## config.mk

```make
export PLATFORM = sky130hd
export DESIGN_NAME = sat_mac
export DESIGN_NICKNAME = d
export VERILOG_FILES = /design/src/rtl/sat_mac_pkg.sv /design/src/rtl/sat_mac_mult.sv /design/src/rtl/sat_mac_sat.sv /design/src/rtl/sat_mac_acc.sv /design/src/rtl/sat_mac.sv
export SDC_FILE = /design/constraint.sdc
export NUM_CORES = 2
export LEC_CHECK = 0
export BUFFER_PORTS_ARGS = -buffer_cell sky130_fd_sc_hd__clkbuf_2
export CORE_MARGIN = 10
export CORE_UTILIZATION = 60
export DETAILED_ROUTE_END_ITERATION = 6
export PLACE_DENSITY = 0.84
export SYNTH_ARGS = -nofsm -noshare
export SYNTH_HDL_FRONTEND = slang
export SYNTH_SLANG_ARGS = --single-unit
```

## constraint.sdc

```tcl
create_clock -name clk -period 23.7 [get_ports clk]
set_input_delay 2.37 -clock clk [delete_from_list [all_inputs] [get_ports clk]]
set_output_delay 2.37 -clock clk [all_outputs]
set_load 0.02 [all_outputs]
```

## src/rtl/sat_mac_pkg.sv

```systemverilog
package sat_mac_pkg;
  typedef enum logic {
    MODE_LONG = 1'b0,
    MODE_WORD = 1'b1
  } mac_mode_e;
endpackage

```

## src/rtl/sat_mac_mult.sv

```systemverilog
module sat_mac_mult
  import sat_mac_pkg::*;
#(
  parameter int HALF_W = 32,
  parameter int WORD_W = 16
) (
  input  logic [HALF_W-1:0]   op_a,
  input  logic [HALF_W-1:0]   op_b,
  input  mac_mode_e           mode,
  output logic [2*HALF_W-1:0] prod
);
  localparam int ACC_W = 2 * HALF_W;

  logic [ACC_W-1:0] a_ext, b_ext;

  // Sign-extend the selected operand width to the accumulator width; the low
  // ACC_W bits of the product are then the correct two's-complement result.
  always_comb begin
    if (mode == MODE_WORD) begin
      a_ext = {{(ACC_W-WORD_W){op_a[WORD_W-1]}}, op_a[WORD_W-1:0]};
      b_ext = {{(ACC_W-WORD_W){op_b[WORD_W-1]}}, op_b[WORD_W-1:0]};
    end else begin
      a_ext = {{(ACC_W-HALF_W){op_a[HALF_W-1]}}, op_a};
      b_ext = {{(ACC_W-HALF_W){op_b[HALF_W-1]}}, op_b};
    end
  end

  assign prod = a_ext * b_ext;
endmodule

```

## src/rtl/sat_mac_sat.sv

```systemverilog
module sat_mac_sat
  import sat_mac_pkg::*;
#(
  parameter int HALF_W     = 32,
  parameter int SAT_SPAN_W = 48
) (
  input  logic [2*HALF_W-1:0] sum,
  input  mac_mode_e           mode,
  input  logic                sat_en,
  output logic [HALF_W-1:0]   res_hi,
  output logic [HALF_W-1:0]   res_lo
);
  localparam int ACC_W  = 2 * HALF_W;
  localparam int ONES_W = ACC_W - SAT_SPAN_W;       // upper bits forced on negative
  localparam int KEEP_W = SAT_SPAN_W - HALF_W - 1;  // low bits kept on non-negative
  localparam logic [HALF_W-1:0] OR_MASK  = {{ONES_W{1'b1}}, {(HALF_W-ONES_W){1'b0}}};
  localparam logic [HALF_W-1:0] AND_MASK = {{(HALF_W-KEEP_W){1'b0}}, {KEEP_W{1'b1}}};
  localparam logic [HALF_W-1:0] LO_MIN   = {1'b1, {(HALF_W-1){1'b0}}};
  localparam logic [HALF_W-1:0] LO_MAX   = {1'b0, {(HALF_W-1){1'b1}}};

  logic [HALF_W-1:0] raw_hi, raw_lo;
  logic [HALF_W:0]   top_bits;
  logic              neg_ovf, pos_ovf;

  assign raw_hi   = sum[ACC_W-1:HALF_W];
  assign raw_lo   = sum[HALF_W-1:0];
  // The sum fits a signed half word only if bits ACC_W-1 .. HALF_W-1 all match.
  assign top_bits = sum[ACC_W-1:HALF_W-1];
  assign neg_ovf  = sum[ACC_W-1] & ~(&top_bits);
  assign pos_ovf  = ~sum[ACC_W-1] & (|top_bits);

  always_comb begin
    res_hi = raw_hi;
    res_lo = raw_lo;
    if (sat_en) begin
      if (mode == MODE_LONG) begin
        if (sum[ACC_W-1]) res_hi = raw_hi | OR_MASK;
        else              res_hi = raw_hi & AND_MASK;
      end else begin
        if (neg_ovf)      res_lo = LO_MIN;
        else if (pos_ovf) res_lo = LO_MAX;
      end
    end
  end
endmodule

```

## src/rtl/sat_mac_acc.sv

```systemverilog
module sat_mac_acc #(
  parameter int HALF_W = 32
) (
  input  logic              clk,
  input  logic              rst,
  input  logic              clr,
  input  logic              ld_hi_en,
  input  logic [HALF_W-1:0] ld_hi_data,
  input  logic              ld_lo_en,
  input  logic [HALF_W-1:0] ld_lo_data,
  input  logic              op_valid,
  input  logic [HALF_W-1:0] new_hi,
  input  logic [HALF_W-1:0] new_lo,
  output logic [HALF_W-1:0] acc_hi,
  output logic [HALF_W-1:0] acc_lo,
  output logic              done
);
  logic any_ld, accept;

  assign any_ld = ld_hi_en | ld_lo_en;
  assign accept = op_valid & ~clr & ~any_ld;

  always_ff @(posedge clk) begin
    if (rst) begin
      acc_hi <= '0;
      acc_lo <= '0;
      done   <= 1'b0;
    end else begin
      done <= accept;
      if (clr) begin
        acc_hi <= '0;
        acc_lo <= '0;
      end else if (any_ld) begin
        if (ld_hi_en) acc_hi <= ld_hi_data;
        if (ld_lo_en) acc_lo <= ld_lo_data;
      end else if (op_valid) begin
        acc_hi <= new_hi;
        acc_lo <= new_lo;
      end
    end
  end

  // clear wins over everything
  a_r6_clear_zeroes: assert property (@(posedge clk) disable iff (rst)
    clr |=> (acc_hi == '0) && (acc_lo == '0));

  // an upper-half load lands even with a request in the same cycle
  a_r7_load_hi: assert property (@(posedge clk) disable iff (rst)
    (ld_hi_en && !clr) |=> acc_hi == $past(ld_hi_data));

  // a lower-half load alone leaves the upper half untouched
  a_r7_load_lo_only: assert property (@(posedge clk) disable iff (rst)
    (ld_lo_en && !ld_hi_en && !clr) |=> (acc_lo == $past(ld_lo_data)) && $stable(acc_hi));

  // done follows an accepted request and nothing else
  a_r8_done_pulse: assert property (@(posedge clk) disable iff (rst)
    (op_valid && !clr && !ld_hi_en && !ld_lo_en) |=> done);
  a_r8_no_spurious_done: assert property (@(posedge clk) disable iff (rst)
    !(op_valid && !clr && !ld_hi_en && !ld_lo_en) |=> !done);

  // idle cycles hold the accumulator
  a_r9_idle_hold: assert property (@(posedge clk) disable iff (rst)
    (!op_valid && !clr && !ld_hi_en && !ld_lo_en) |=> $stable(acc_hi) && $stable(acc_lo));
endmodule

```

## src/rtl/sat_mac.sv

```systemverilog
module sat_mac
  import sat_mac_pkg::*;
#(
  parameter int HALF_W     = 32,
  parameter int WORD_W     = 16,
  parameter int SAT_SPAN_W = 48
) (
  input  logic              clk,
  input  logic              rst,
  input  logic              op_valid,
  input  logic              op_word,
  input  logic              sat_en,
  input  logic [HALF_W-1:0] op_a,
  input  logic [HALF_W-1:0] op_b,
  input  logic              clr,
  input  logic              ld_hi_en,
  input  logic [HALF_W-1:0] ld_hi_data,
  input  logic              ld_lo_en,
  input  logic [HALF_W-1:0] ld_lo_data,
  output logic [HALF_W-1:0] acc_hi,
  output logic [HALF_W-1:0] acc_lo,
  output logic              done
);
  localparam int ACC_W  = 2 * HALF_W;
  localparam int ONES_W = ACC_W - SAT_SPAN_W;
  localparam int KEEP_W = SAT_SPAN_W - HALF_W - 1;

  mac_mode_e         mode;
  logic [ACC_W-1:0]  prod, sum;
  logic [HALF_W-1:0] sat_hi, sat_lo;

  assign mode = op_word ? MODE_WORD : MODE_LONG;

  sat_mac_mult #(.HALF_W(HALF_W), .WORD_W(WORD_W)) u_mult (
    .op_a (op_a),
    .op_b (op_b),
    .mode (mode),
    .prod (prod)
  );

  assign sum = {acc_hi, acc_lo} + prod;

  sat_mac_sat #(.HALF_W(HALF_W), .SAT_SPAN_W(SAT_SPAN_W)) u_sat (
    .sum    (sum),
    .mode   (mode),
    .sat_en (sat_en),
    .res_hi (sat_hi),
    .res_lo (sat_lo)
  );

  sat_mac_acc #(.HALF_W(HALF_W)) u_acc (
    .clk        (clk),
    .rst        (rst),
    .clr        (clr),
    .ld_hi_en   (ld_hi_en),
    .ld_hi_data (ld_hi_data),
    .ld_lo_en   (ld_lo_en),
    .ld_lo_data (ld_lo_data),
    .op_valid   (op_valid),
    .new_hi     (sat_hi),
    .new_lo     (sat_lo),
    .acc_hi     (acc_hi),
    .acc_lo     (acc_lo),
    .done       (done)
  );

  // a saturating long-mode step leaves the upper half inside the span
  a_r4_long_span: assert property (@(posedge clk) disable iff (rst)
    (op_valid && !op_word && sat_en && !clr && !ld_hi_en && !ld_lo_en) |=>
      (acc_hi[HALF_W-1 -: ONES_W] == '1) || (acc_hi[HALF_W-1:KEEP_W] == '0));

  // a zero operand in wrap-around long mode leaves the value unchanged
  a_r2_zero_operand: assert property (@(posedge clk) disable iff (rst)
    (op_valid && !op_word && !sat_en && (op_a == '0) && !clr && !ld_hi_en && !ld_lo_en) |=>
      $stable(acc_hi) && $stable(acc_lo));
endmodule

```

==> flow_metrics.tcl <==
set metrics [dict create \
    synth-xor-area-share 0.0201 \
    seq_area_frac_synth 0.0255 \
    wl_per_cell_um 23.7 \
    clock_path_buffers 2 \
    ys_types 84 \
    path_max_fanout 33 \
    vias_per_cell 5.81 \
    dp_hpwl_um 137000 \
    ys_warn_count 0 \
    synth-edff-count 0 \
    cts.repair.resized 0 \
    fmax_mhz 67.7 \
    path_clk_slew_ps 60 \
    hold_class "reg2reg" \
    cts_root_buffer "clkbuf_16" \
    yosys.area_share.simple 0.131 \
    die_w_um 312 \
    vias 38300 \
    start_util 0.608 \
    reg2reg_to "u_acc.acc_lo[17]$_SDFFE_PP0P_" \
    hold_end "u_acc.acc_hi[22]$_SDFFE_PP0P_" \
    postCtsHoldBufs 0 \
    tightest_slew_ps 1230 \
    period_share 0.623 \
    grt_use_total 0.333 \
    slew_violations 0 \
    io_buffers 200 \
    arrival_ps 14940 \
    synth_fa_ha_area_frac 0.635 \
    io_pins 201 \
    final.setup_skew_ps 15.6 \
    maxSlewHeadroom 0.183 \
    end_kind "flip-flop" \
    insertion_delay_ps 350 \
    ant_nets 0 \
    r2r_cells 22 \
    maxCapViolCount 0 \
    yosys_register_bits 65 \
    period_needed_ps 14760 \
    path_common_cell "fa_1" \
    num_antenna_cells 0 \
    fin_setup_tns_ps 0 \
    syn_area_um2 51000 \
    synth_flop_cell "dfxtp_1" \
    rows 106 \
    crit_slowest_cell "a21o_1" \
    cts_tree "built" \
    slowest_delay_ps 860 \
    grt_first_pass_wirelength_um 249000 \
    synth_largest_area_cell "fa_1" \
    outcome "finished clean" \
    drcViolationCount 0 \
    syn_area_per_cell_um2 9.36 \
    die-area_um2 97100 \
    synth_compound_area_frac 0.0652 \
    grt_pass1_vias 42500 \
    syn_nets 7323 \
    postCtsSetupBuffers 0 \
    final_layout_size_suffix_gt1_frac 0.0590 \
    cts_htree_levels 3 \
    die_y_um 312 \
    cp-start-kind "input pin" \
    syn_to_final_growth_pct 3.95 \
    yosysTopAreaCellShare 0.557 \
    timing_worst_setup_path_type "in2reg" \
    final-hold-violation-count 0 \
    grt_antenna_before_repair 2 \
    timing.rr.start "u_acc.acc_lo[30]$_SDFFE_PP0P_" \
    min-delay-start "u_acc.acc_hi[22]$_SDFFE_PP0P_" \
    holdPathStages 2 \
    cts_made_buffers 9 \
    dr.pass1.iters 7 \
    post_synth_inst_count 5452 \
    fin_nets 7325 \
    grt_overflow 0 \
    synthTopCellsByArea "fa_1, inv_1, ha_1, and2_1, nand2_1" \
    synth_top_family_by_area "adder cells" \
    drt-total-wl_um 156000 \
    synthMuxAreaShare 0.000392 \
    finalSetupViolations 0 \
    grt_max_degree 63 \
    rsz0062_at_grt "no" \
    required_ps 23870 \
    cts_sinks 65 \
    async_flop_share 0 \
    drtIter0Drc 3702 \
    r2r_slack_ps 15160 \
    coreArea_um2 84000 \
    routabilityCongestion 1.04 \
]
[layout by cell type (no fill, tap or decap), types with 84 or more instances in the layout]
| cell type | count |
|---|---|
| fa_1 | 1421 |
| inv_1 | 1385 |
| nand2_1 | 558 |
| and2_1 | 390 |
| ha_1 | 314 |
| nor2_1 | 245 |
| clkbuf_2 | 200 |
| a21oi_1 | 149 |
| o21ai_0 | 121 |
| xnor2_1 | 84 |
[critical path, delay by kind of cell]
| kind | cells | cell delay [ps] |
|---|---|---|
| AOI/OAI and AO/OA | 5 | 2160 |
| adders and majority gates | 11 | 5970 |
| xor gates and xnor gates | 1 | 280 |
| and+or+nand+nor | 8 | 2510 |
| buffers and inverters | 11 | 1560 |
[registers in the layout, indices dropped and copies added (netlist names)]
| name | cells |
|---|---|
| u_acc.acc_lo | 32 |
| u_acc.done | 1 |
| u_acc.acc_hi | 32 |
[final cells by class]
cell class | instances | area [µm²]
Clock buffer | 12 | 246
Fill cell | 6727 | 30900
Inverter | 1387 | 5210
Tap cell | 1134 | 1420
Sequential cell | 65 | 1300
Multi-Input combinational cell | 3740 | 43500
Clock inverter | 3 | 17.5
Timing Repair Buffer | 251 | 1380
[layer usage]
metal | part of all wire | GRT usage | vias to the layer above
met3 | 0.16 | 0.143 | 391
li1 | - | - | 16000
met2 | 0.43 | 0.489 | 2476
met4 | 0.034 | 0.0980 | 4
met1 | 0.38 | 0.447 | 19500
met5 | 0.00015 | 0 | -
[through the flow]
stage	hold slack (ps)	area (µm²)	setup slack, ps	std cells	utilization
after floorplan	615	51000	11240	5452	-
after global placement	541	52800	8930	6577	0.629
after detailed placement	574	52800	8780	6577	0.629
after CTS	582	53000	9120	6592	0.632
after global routing	617	53000	8450	6592	0.632
final	579	53000	8940	6592	0.632
[synthesized netlist by cell type (3+ instances only)]
master / number
clkbuf_1: 222
o221ai_1: 9
o221ai_2: 18
a21boi_0: 5
or2_2: 6
a21o_1: 53
a211oi_1: 10
nand4_1: 29
a21oi_1: 152
xor2_1: 33
and4_1: 12
nor2b_1: 48
inv_1: 1385
buf_1: 6
xnor2_1: 84
nor2_1: 245
nand2b_1: 9
or3_1: 4
nor3_1: 17
o211ai_1: 21
buf_6: 6
nand3_1: 21
a31o_2: 3
nor4b_1: 3
dfxtp_1: 65
fa_1: 1421
o31ai_1: 7
a211o_1: 5
and3_1: 7
o21ai_0: 121
o21a_1: 19
and2_1: 390
o211a_1: 3
buf_4: 6
nand3b_1: 3
nor4_1: 5
nor2_2: 3
nand2_1: 558
o21bai_1: 11
ha_1: 314
a31oi_1: 36
buf_2: 18
o22ai_1: 3
[worst max-delay path by stage]
stage	start	end	slack, ps	cells past startpoint
after floorplan	op_a[15]	u_acc.acc_lo[0]$_SDFFE_PP0P_	11240	39
after global placement	op_a[15]	u_acc.acc_lo[2]$_SDFFE_PP0P_	8930	37
after detailed placement	op_a[15]	u_acc.acc_lo[23]$_SDFFE_PP0P_	8780	36
after CTS	op_a[15]	u_acc.acc_lo[23]$_SDFFE_PP0P_	9120	36
after global routing	op_a[15]	u_acc.acc_lo[20]$_SDFFE_PP0P_	8450	36
final	op_a[15]	u_acc.acc_lo[17]$_SDFFE_PP0P_	8940	36
[kinds of logic after synthesis]
group | after synthesis
buffers and inverters | 1647
xor gates and xnor gates | 117
and+or+nand+nor | 1377
adders and majority gates | 1736
DFF | 65
AOI/OAI and AO/OA | 508
muxes | 2
Power is left out: the tool's default activity adds up to more than one toggle a clock period on the data nets, which glitch-free logic cannot reach.
